--- config.mk ---
export PLATFORM = sky130hd
export DESIGN_NAME = pt_walk_mmu
export DESIGN_NICKNAME = d
export VERILOG_FILES = /design/src/rtl/mmu_pkg.sv /design/src/rtl/mmu_pte_check.sv /design/src/rtl/mmu_walk_fsm.sv /design/src/rtl/mmu_datapath.sv /design/src/rtl/pt_walk_mmu.sv
export SDC_FILE = /design/constraint.sdc
export NUM_CORES = 1
export LEC_CHECK = 0
export BUFFER_PORTS_ARGS = -buffer_cell sky130_fd_sc_hd__buf_4
export CAP_MARGIN = 0
export CORE_UTILIZATION = 40
export CTS_CLUSTER_SIZE = 10
export DETAILED_ROUTE_END_ITERATION = 10
export PLACE_DENSITY = 0.66
export SETUP_SLACK_MARGIN = 0.15
export SLEW_MARGIN = 20
export SYNTH_ARGS = -nofsm -noshare
export SYNTH_HDL_FRONTEND = slang
export SYNTH_SLANG_ARGS = --single-unit
--- constraint.sdc ---
create_clock -name clk -period 6.3 [get_ports clk]
set_clock_uncertainty 0.05 [all_clocks]
set_input_delay 0.945 -clock clk [delete_from_list [all_inputs] [get_ports clk]]
set_output_delay 0.945 -clock clk [all_outputs]
set_load 0.05 [all_outputs]
--- src/rtl/mmu_pkg.sv ---
package mmu_pkg;

    localparam int ADDR_W  = 32;
    localparam int DATA_W  = 32;
    localparam int OFS_W   = 12;
    localparam int PX_W    = ADDR_W - OFS_W;
    localparam int WORD_SH = 2;
    localparam int PAD_W   = ADDR_W - PX_W - WORD_SH;
    localparam int CAUSE_W = 2;
    localparam int FLAG_W  = 3;

    // entry flag positions
    localparam int PTE_V = 0;
    localparam int PTE_W = 1;
    localparam int PTE_R = 2;

    typedef enum logic [2:0] {
        S_IDLE,
        S_ADD,
        S_SETA,
        S_RDPTE,
        S_CHECK,
        S_READ,
        S_WRITE
    } walk_state_e;

    typedef enum logic [CAUSE_W-1:0] {
        CAUSE_NONE = 2'd0,
        CAUSE_LEN  = 2'd1,
        CAUSE_PTE  = 2'd2
    } fault_cause_e;

    typedef enum logic [1:0] {
        AR_VA,
        AR_PTE,
        AR_PA
    } ar_src_e;

    typedef struct packed {
        logic              wr;
        logic [ADDR_W-1:0] va;
        logic [DATA_W-1:0] wdata;
    } req_t;

    function automatic logic [PX_W-1:0] page_idx(input logic [ADDR_W-1:0] va);
        return va[ADDR_W-1 -: PX_W];
    endfunction

    function automatic logic [ADDR_W-1:0] entry_addr(input logic [PX_W-1:0] origin,
                                                     input logic [PX_W-1:0] px);
        return {origin, {OFS_W{1'b0}}} + {{PAD_W{1'b0}}, px, {WORD_SH{1'b0}}};
    endfunction

    function automatic logic [ADDR_W-1:0] phys_addr(input logic [DATA_W-1:0] pte,
                                                    input logic [ADDR_W-1:0] va);
        return {pte[DATA_W-1 -: PX_W], va[OFS_W-1:0]};
    endfunction

endpackage

--- src/rtl/mmu_pte_check.sv ---
module mmu_pte_check
    import mmu_pkg::*;
(
    input  logic [FLAG_W-1:0] flags,
    input  logic              is_store,
    output logic              granted
);

    always_comb begin
        granted = flags[PTE_V] && (is_store ? flags[PTE_W] : flags[PTE_R]);
    end

endmodule

--- src/rtl/mmu_walk_fsm.sv ---
module mmu_walk_fsm
    import mmu_pkg::*;
(
    input  logic    clk,
    input  logic    rst,
    input  logic    cpu_req,
    input  logic    walk_stall,
    input  logic    mode_user,
    input  logic    req_wr,
    input  logic    len_fault,
    input  logic    pte_granted,
    input  logic    mem_busy,
    output logic    cap_req,
    output logic    ar_ce,
    output ar_src_e ar_src,
    output logic    dr_ce,
    output logic    len_exc,
    output logic    pte_exc,
    output logic    mem_rd,
    output logic    mem_wr,
    output logic    busy
);

    walk_state_e state, nxt;

    always_ff @(posedge clk) begin
        if (rst) state <= S_IDLE;
        else     state <= nxt;
    end

    always_comb begin
        nxt     = state;
        cap_req = 1'b0;
        ar_ce   = 1'b0;
        ar_src  = AR_VA;
        dr_ce   = 1'b0;
        len_exc = 1'b0;
        pte_exc = 1'b0;
        mem_rd  = 1'b0;
        mem_wr  = 1'b0;
        unique case (state)
            S_IDLE: begin
                if (cpu_req && !walk_stall) begin
                    cap_req = 1'b1;
                    nxt     = mode_user ? S_ADD : S_SETA;
                end
            end
            S_ADD: begin
                if (len_fault) begin
                    len_exc = 1'b1;
                    nxt     = S_IDLE;
                end else begin
                    ar_ce  = 1'b1;
                    ar_src = AR_PTE;
                    nxt    = S_RDPTE;
                end
            end
            S_SETA: begin
                ar_ce  = 1'b1;
                ar_src = AR_VA;
                nxt    = req_wr ? S_WRITE : S_READ;
            end
            S_RDPTE: begin
                mem_rd = 1'b1;
                if (!mem_busy) begin
                    dr_ce = 1'b1;
                    nxt   = S_CHECK;
                end
            end
            S_CHECK: begin
                if (!pte_granted) begin
                    pte_exc = 1'b1;
                    nxt     = S_IDLE;
                end else begin
                    ar_ce  = 1'b1;
                    ar_src = AR_PA;
                    nxt    = req_wr ? S_WRITE : S_READ;
                end
            end
            S_READ: begin
                mem_rd = 1'b1;
                if (!mem_busy) begin
                    dr_ce = 1'b1;
                    nxt   = S_IDLE;
                end
            end
            S_WRITE: begin
                mem_wr = 1'b1;
                if (!mem_busy) nxt = S_IDLE;
            end
            default: nxt = S_IDLE;
        endcase
    end

    assign busy = (state != S_IDLE);

endmodule

--- src/rtl/mmu_datapath.sv ---
module mmu_datapath
    import mmu_pkg::*;
(
    input  logic               clk,
    input  logic               rst,
    input  logic               cap_req,
    input  logic               ar_ce,
    input  ar_src_e            ar_src,
    input  logic               dr_ce,
    input  logic               len_exc,
    input  logic               pte_exc,
    input  logic               cpu_wr,
    input  logic [ADDR_W-1:0]  cpu_addr,
    input  logic [DATA_W-1:0]  cpu_wdata,
    input  logic [PX_W-1:0]    pt_origin,
    input  logic [PX_W-1:0]    pt_length,
    input  logic [DATA_W-1:0]  mem_rdata,
    output logic               len_fault,
    output logic               req_wr,
    output logic [FLAG_W-1:0]  pte_flags,
    output logic [ADDR_W-1:0]  mem_addr,
    output logic [DATA_W-1:0]  mem_wdata,
    output logic [DATA_W-1:0]  cpu_rdata,
    output logic               cpu_excp,
    output logic [CAUSE_W-1:0] cpu_cause
);

    req_t              req_q;
    logic [ADDR_W-1:0] ar_q, ar_d;
    logic [DATA_W-1:0] dr_q;
    logic              excp_q;
    fault_cause_e      cause_q;

    always_ff @(posedge clk) begin
        if (rst) begin
            req_q <= '0;
        end else if (cap_req) begin
            req_q.wr    <= cpu_wr;
            req_q.va    <= cpu_addr;
            req_q.wdata <= cpu_wdata;
        end
    end

    always_comb begin
        unique case (ar_src)
            AR_PTE:  ar_d = entry_addr(pt_origin, page_idx(req_q.va));
            AR_PA:   ar_d = phys_addr(dr_q, req_q.va);
            default: ar_d = req_q.va;
        endcase
    end

    always_ff @(posedge clk) begin
        if (rst) begin
            ar_q <= '0;
            dr_q <= '0;
        end else begin
            if (ar_ce) ar_q <= ar_d;
            if (dr_ce) dr_q <= mem_rdata;
        end
    end

    always_ff @(posedge clk) begin
        if (rst) begin
            excp_q  <= 1'b0;
            cause_q <= CAUSE_NONE;
        end else begin
            excp_q  <= len_exc || pte_exc;
            cause_q <= len_exc ? CAUSE_LEN : (pte_exc ? CAUSE_PTE : CAUSE_NONE);
        end
    end

    assign len_fault = !(page_idx(req_q.va) < pt_length);
    assign req_wr    = req_q.wr;
    assign pte_flags = dr_q[FLAG_W-1:0];
    assign mem_addr  = ar_q;
    assign mem_wdata = req_q.wdata;
    assign cpu_rdata = dr_q;
    assign cpu_excp  = excp_q;
    assign cpu_cause = cause_q;

endmodule

--- src/rtl/pt_walk_mmu.sv ---
module pt_walk_mmu
    import mmu_pkg::*;
(
    input  logic               clk,
    input  logic               rst,
    input  logic               cpu_req,
    input  logic               cpu_wr,
    input  logic [ADDR_W-1:0]  cpu_addr,
    input  logic [DATA_W-1:0]  cpu_wdata,
    output logic               cpu_busy,
    output logic [DATA_W-1:0]  cpu_rdata,
    output logic               cpu_excp,
    output logic [CAUSE_W-1:0] cpu_cause,
    input  logic               mode_user,
    input  logic [PX_W-1:0]    pt_origin,
    input  logic [PX_W-1:0]    pt_length,
    input  logic               walk_stall,
    output logic               mem_rd,
    output logic               mem_wr,
    output logic [ADDR_W-1:0]  mem_addr,
    output logic [DATA_W-1:0]  mem_wdata,
    input  logic [DATA_W-1:0]  mem_rdata,
    input  logic               mem_busy
);

    logic              cap_req, ar_ce, dr_ce, len_exc, pte_exc;
    logic              len_fault, req_wr, pte_granted;
    ar_src_e           ar_src;
    logic [FLAG_W-1:0] pte_flags;

    mmu_walk_fsm u_fsm (
        .clk         (clk),
        .rst         (rst),
        .cpu_req     (cpu_req),
        .walk_stall  (walk_stall),
        .mode_user   (mode_user),
        .req_wr      (req_wr),
        .len_fault   (len_fault),
        .pte_granted (pte_granted),
        .mem_busy    (mem_busy),
        .cap_req     (cap_req),
        .ar_ce       (ar_ce),
        .ar_src      (ar_src),
        .dr_ce       (dr_ce),
        .len_exc     (len_exc),
        .pte_exc     (pte_exc),
        .mem_rd      (mem_rd),
        .mem_wr      (mem_wr),
        .busy        (cpu_busy)
    );

    mmu_datapath u_dp (
        .clk        (clk),
        .rst        (rst),
        .cap_req    (cap_req),
        .ar_ce      (ar_ce),
        .ar_src     (ar_src),
        .dr_ce      (dr_ce),
        .len_exc    (len_exc),
        .pte_exc    (pte_exc),
        .cpu_wr     (cpu_wr),
        .cpu_addr   (cpu_addr),
        .cpu_wdata  (cpu_wdata),
        .pt_origin  (pt_origin),
        .pt_length  (pt_length),
        .mem_rdata  (mem_rdata),
        .len_fault  (len_fault),
        .req_wr     (req_wr),
        .pte_flags  (pte_flags),
        .mem_addr   (mem_addr),
        .mem_wdata  (mem_wdata),
        .cpu_rdata  (cpu_rdata),
        .cpu_excp   (cpu_excp),
        .cpu_cause  (cpu_cause)
    );

    mmu_pte_check u_chkpte (
        .flags    (pte_flags),
        .is_store (req_wr),
        .granted  (pte_granted)
    );

endmodule

# == Word-level counts from Yosys, hierarchy flattened ==
# Index checks and enable logic that the tools add are counted.
# totals
regBits,135
input_bits,143
output_inout_bits,102
elab_cells,60
# classes
n_addsub,1
n_lt_le_gt_ge,1
eq_ne,11
n_mux,28
reduce_logical,10
# op_table
operator,n
$pmux W32 S2,1
$add A32 B22 Y32,1
$lt A20 B20 Y1,1
$pmux W3 S6,1
$mux W1,15
$mux W3,4
$mux W2,5
$eq A3 B3 Y1 const B,3
$eq A3 B2 Y1 const B,2
$reduce_or A2 Y1,3
$ne A2 B2 Y1 const B,2
$pmux W2 S2,1
$eq A3 B1 Y1 const B,1
$logic_not A3 Y1,1
$pmux W1 S3,1
$reduce_and A3 Y1,1
$reduce_bool A3 Y1,1
$eq A2 B1 Y1 const B,1
$eq A2 B2 Y1 const B,1
$logic_and A1 B1 Y1,2
$ne A2 B1 Y1 const B,1
$logic_not A1 Y1,1
$logic_or A1 B1 Y1,1

# == Depth between registers and ports, before layout ==
# logic_depth
word_depth,6
mapped_depth,16

# == Cells and area by module ==
# From an unflattened synthesis, not the netlist that was laid out.
# hier_totals
cells_unflattened,761
hier_area_um2,6809.0
# by_module_without_submodules
mod,n_inst,cells_per_inst,area_per_inst_um2
mmu_datapath,1,713,6462.4
mmu_walk_fsm,1,46,330.3
mmu_pte_check,1,2,16.3

# == Worst setup path after synthesis ==
# Ideal clock, no wire load.
# synth_timing
path_kind,in2reg
start,in pt_length[17]
end,"reg u_dp.ar_q[27], in the netlist u_dp.mem_addr[27]"
setup_time_ps,96
arrival_time_ps,3851
required_time_ps,6154
setup_slack_ps,2303
cell_stages,15
n_path_buf,4
cell_sequence,inv_1 ha_1 a21o_1 a21o_1 a21oi_1 o211ai_1 or3_1 buf_2 buf_2 ha_1 inv_1 clkbuf_1 clkbuf_1 nor2_1 o41ai_2
# synth_via
elab_chain_cells,5
elab_cells_between_ends,8
classes_between,1 x order compare; 2 x eq/ne; 5 x mux
# synth_lines
item,line_no,rtl
start: declaration,pt_walk_mmu.sv:16,"input logic [PX_W-1:0] pt_length,"
$lt A20 B20 Y1 *,mmu_datapath.sv:72,assign len_fault = !(page_idx(req_q.va) < pt_length);
$mux W1,mmu_walk_fsm.sv:49,if (len_fault) begin
$pmux W2 S2,mmu_walk_fsm.sv:41,unique case (state)
$eq A2 B2 Y1 or $eq A2 B1 Y1 (tied branches),mmu_datapath.sv:45,unique case (ar_src)
$pmux W32 S2,mmu_datapath.sv:45,
end signal: assignment,mmu_datapath.sv:57,if (ar_ce) ar_q <= ar_d;
end: declaration,mmu_datapath.sv:29,"logic [ADDR_W-1:0] ar_q, ar_d;"
# Every way passes the cells marked *; elsewhere a longest branch is shown, timed or not.
# A chain may end at the register's enable or synchronous reset.

# == Final worst setup path ==
# layout_timing
start,in pt_length[2]
end,"reg u_dp.ar_q[21], in the netlist u_dp.mem_addr[21]"
# Same word-level chain as after synthesis.

==> flow_metrics.env <==
export IMPL_status="complete, no violations"
export IMPL_fin_cells=1277
export IMPL_p_per_area_nw_per_um2=337
export IMPL_drt_initial_drc_count=442
export IMPL_dp_cells=1245
export IMPL_syn_avg_cell_area_sq_um=7.90
export IMPL_wl_per_cell_um=17.0
export IMPL_remaining_drc_errors=0
export IMPL_initial_core_util=0.412
export IMPL_setup_ws_ns=1.75
export IMPL_postCtsHoldBufs=0
export IMPL_top_layer="met4"
export IMPL_required_ns=6.59
export IMPL_route_met2_wl_um=10000
export IMPL_rsz0062_at_grt="no"
export IMPL_die_x_um=133
export IMPL_yosysWarnings=0
export IMPL_fmax_mhz=220
export IMPL_antenna_cells=0
export IMPL_slowest_stage="nor2_1"
export IMPL_clockBufferDepth=2
export IMPL_period_minus_slack_ns=4.55
export IMPL_fillers=1624
export IMPL_grt_max_degree=89
export IMPL_worstMarginPinSlew_ns=1.01
export IMPL_syn_to_final_growth_pct=33.4
export IMPL_first_global_vias=6082
export IMPL_arrival_ns=4.84
export IMPL_start_kind="input pin"
export IMPL_register_area_sq_um=2700
export IMPL_gp_congestion=0.879
export IMPL_vdd_drop_max_v=0.000217
export IMPL_critPathTopFamily="simple AND/OR/NAND/NOR gates"
export IMPL_layout_commonest_cell="buf_4"
export IMPL_synthArstFlopShare=0
export IMPL_ant_nets=0
export IMPL_cp_num_buf_inv=4
export IMPL_setup_tns_ns=0
export IMPL_multi_input_area_sq_um=3550
export IMPL_fp_row_count=47
export IMPL_synth_seq_cells=135
export IMPL_nets=1219
export IMPL_numPortBuffers=244
export IMPL_synthFlopType="dfxtp_1"
export IMPL_clk_pin_slew_ns=0.06
export IMPL_seq_area_frac_synth=0.394
export IMPL_die_h_um=133
export IMPL_crit_start="pt_length[2]"
export IMPL_clk_latency_ns=0.43
export IMPL_slew_headroom=0.327
export IMPL_core_area_sq_um=16600
export IMPL_hold_path_class="register to register"
export IMPL_grt_pass1_wl_um=33200
export IMPL_layout_common_cells="buf_4, nand2_1, a21oi_1"
export IMPL_post_dp_hpwl_um=15600
export IMPL_tritoncts="built"
export IMPL_synthDistinctLibCells=57
export IMPL_cap_violations=0
export IMPL_fin_crit_sh=0.722
export IMPL_slew_viol_final=0
export IMPL_hp_start="u_dp.cpu_rdata[4]"
export IMPL_die_area_sq_um=17700
export IMPL_critical_path_class="input pin to register"
export IMPL_ctsResizeCount=0
export IMPL_clock_tree_root_cell="clkbuf_16"
export IMPL_syn_num_nets=1042
export IMPL_slowest_delay_ns=0.73
export IMPL_post_route_util=0.549
export IMPL_p_leak_nw=3.91
export IMPL_post_cts_setup_buffers=0
export IMPL_cts_sinks=135
export IMPL_antenna_found_initial=0
export IMPL_design_portCount=245
export IMPL_via_per_inst=5.27
export IMPL_cts_htree_levels=4
export IMPL_track_usage=0.242
export IMPL_vias=6736
export IMPL_hold_viol=0
export IMPL_setup_viol=0
export IMPL_drt_wl_total_um=21700
export IMPL_drive_gt1_frac=0.295
export IMPL_place_ws_ns=1.37
export IMPL_cp_end_kind="register"
export IMPL_crit_path_frequent_cell="ha_1"
export IMPL_path_max_fanout=20
export IMPL_crit_path_cell_trace="buf_4 -> inv_1 -> ha_1 -> a211oi_1 -> o21ai_1 -> a21oi_1 -> nor3_1 -> or3_1 -> inv_2 -> ha_1 -> clkinv_1 -> nor2_1 -> o21ai_0 -> a311oi_2"
export IMPL_cts_buffers=17
export IMPL_worstReg2RegStart="u_dp.req_q[49]"
export IMPL_met3WireLength_um=1740
export IMPL_grt_ovfl_total=0
export IMPL_synth_area_sq_um=6850
export IMPL_whs_ns=0.403
export IMPL_synth_edff_count=0
export IMPL_drt_pre_antenna_iters=6
export IMPL_synthCells=867
export IMPL_wl_met1_um=9370
[metal layers]
layer  vias up  track usage
met5         -            0
met4         0       0.0875
met2       288        0.389
met1      3075        0.313
met3        40       0.0605
li1       3333            -
[power by group]
part | internal, W | switching [W]
logic | 0.000327 | 0.000668
registers | 0.000950 | 0.0000855
clock network | 0.000649 | 0.000401
[worst register-to-register path, stage by stage, from the launching register on]
cell and delay (ns):
dfxtp_1 0.51, ha_1 0.31, a21oi_1 0.15, o21ai_0 0.11
a21oi_1 0.19, nor3_1 0.09, or3_1 0.70, inv_2 0.17
ha_1 0.42, clkinv_1 0.34, nor2_1 0.73, o21ai_0 0.25
a311oi_2 0.29
[cell type report]
cell class | count | area share
clock buffer | 19 | 0.0496
clock inverter | 13 | 0.0186
inverter | 29 | 0.0119
multi-input combinational | 611 | 0.389
sequential | 135 | 0.296
tap | 220 | 0.0301
timing repair buffer | 250 | 0.205
[synthesized netlist by cell type, types with 12 or more instances]
| master | instances | share of area |
|---|---|---|
| o21ai_0 | 14 | 0.010 |
| nand2_1 | 220 | 0.12 |
| inv_1 | 26 | 0.014 |
| a22oi_1 | 12 | 0.013 |
| buf_4 | 35 | 0.038 |
| ha_1 | 31 | 0.057 |
| nand3_1 | 16 | 0.012 |
| a211oi_1 | 13 | 0.014 |
| dfxtp_1 | 135 | 0.39 |
| nor2_1 | 17 | 0.0093 |
| clkbuf_1 | 36 | 0.020 |
| nor3_1 | 18 | 0.013 |
| a21oi_1 | 144 | 0.11 |
[cells by family (layout without fill, tap and decap cells)]
group,after synthesis,in the layout,synth area share
compound gates,252,252,0.243
xor+xnor,17,17,0.0217
fa+ha+maj,32,32,0.0595
buf+inv,121,311,0.0891
flops,135,135,0.394
mux,2,2,0.00292
simple gates,308,308,0.190
[path summary, 6_finish.rpt]
| kind | endpoint | depth (start not counted) | slack, ns |
|---|---|---|---|
| min reg2reg | u_dp.cpu_rdata[4] | 2 | 0.40 |
| max | u_dp.mem_addr[21] | 14 | 1.75 |
| max reg2reg | u_dp.mem_addr[21] | 12 | 1.90 |
| min | u_dp.cpu_rdata[4] | 2 | 0.40 |
[state kept, by name, indices dropped and copies added, names as in the netlist]
| register | cells |
|---|---|
| u_dp.mem_addr | 32 |
| u_dp.mem_wdata | 32 |
| u_dp.cpu_cause | 2 |
| u_fsm.state | 3 |
| u_dp.cpu_excp | 1 |
| u_dp.cpu_rdata | 32 |
| u_dp.req_q | 32 |
| u_dp.req_wr | 1 |
[per-stage QoR]
step / total power, W / area (sq um)
final: 0.00308 / 9140
after global routing: 0.00322 / 9140
after CTS: 0.00310 / 9140
after detailed placement: 0.00204 / 8520
after global placement: 0.00203 / 8520
after floorplan: 0.00175 / 6850
Note: power is estimated with default switching activity, not from simulation.
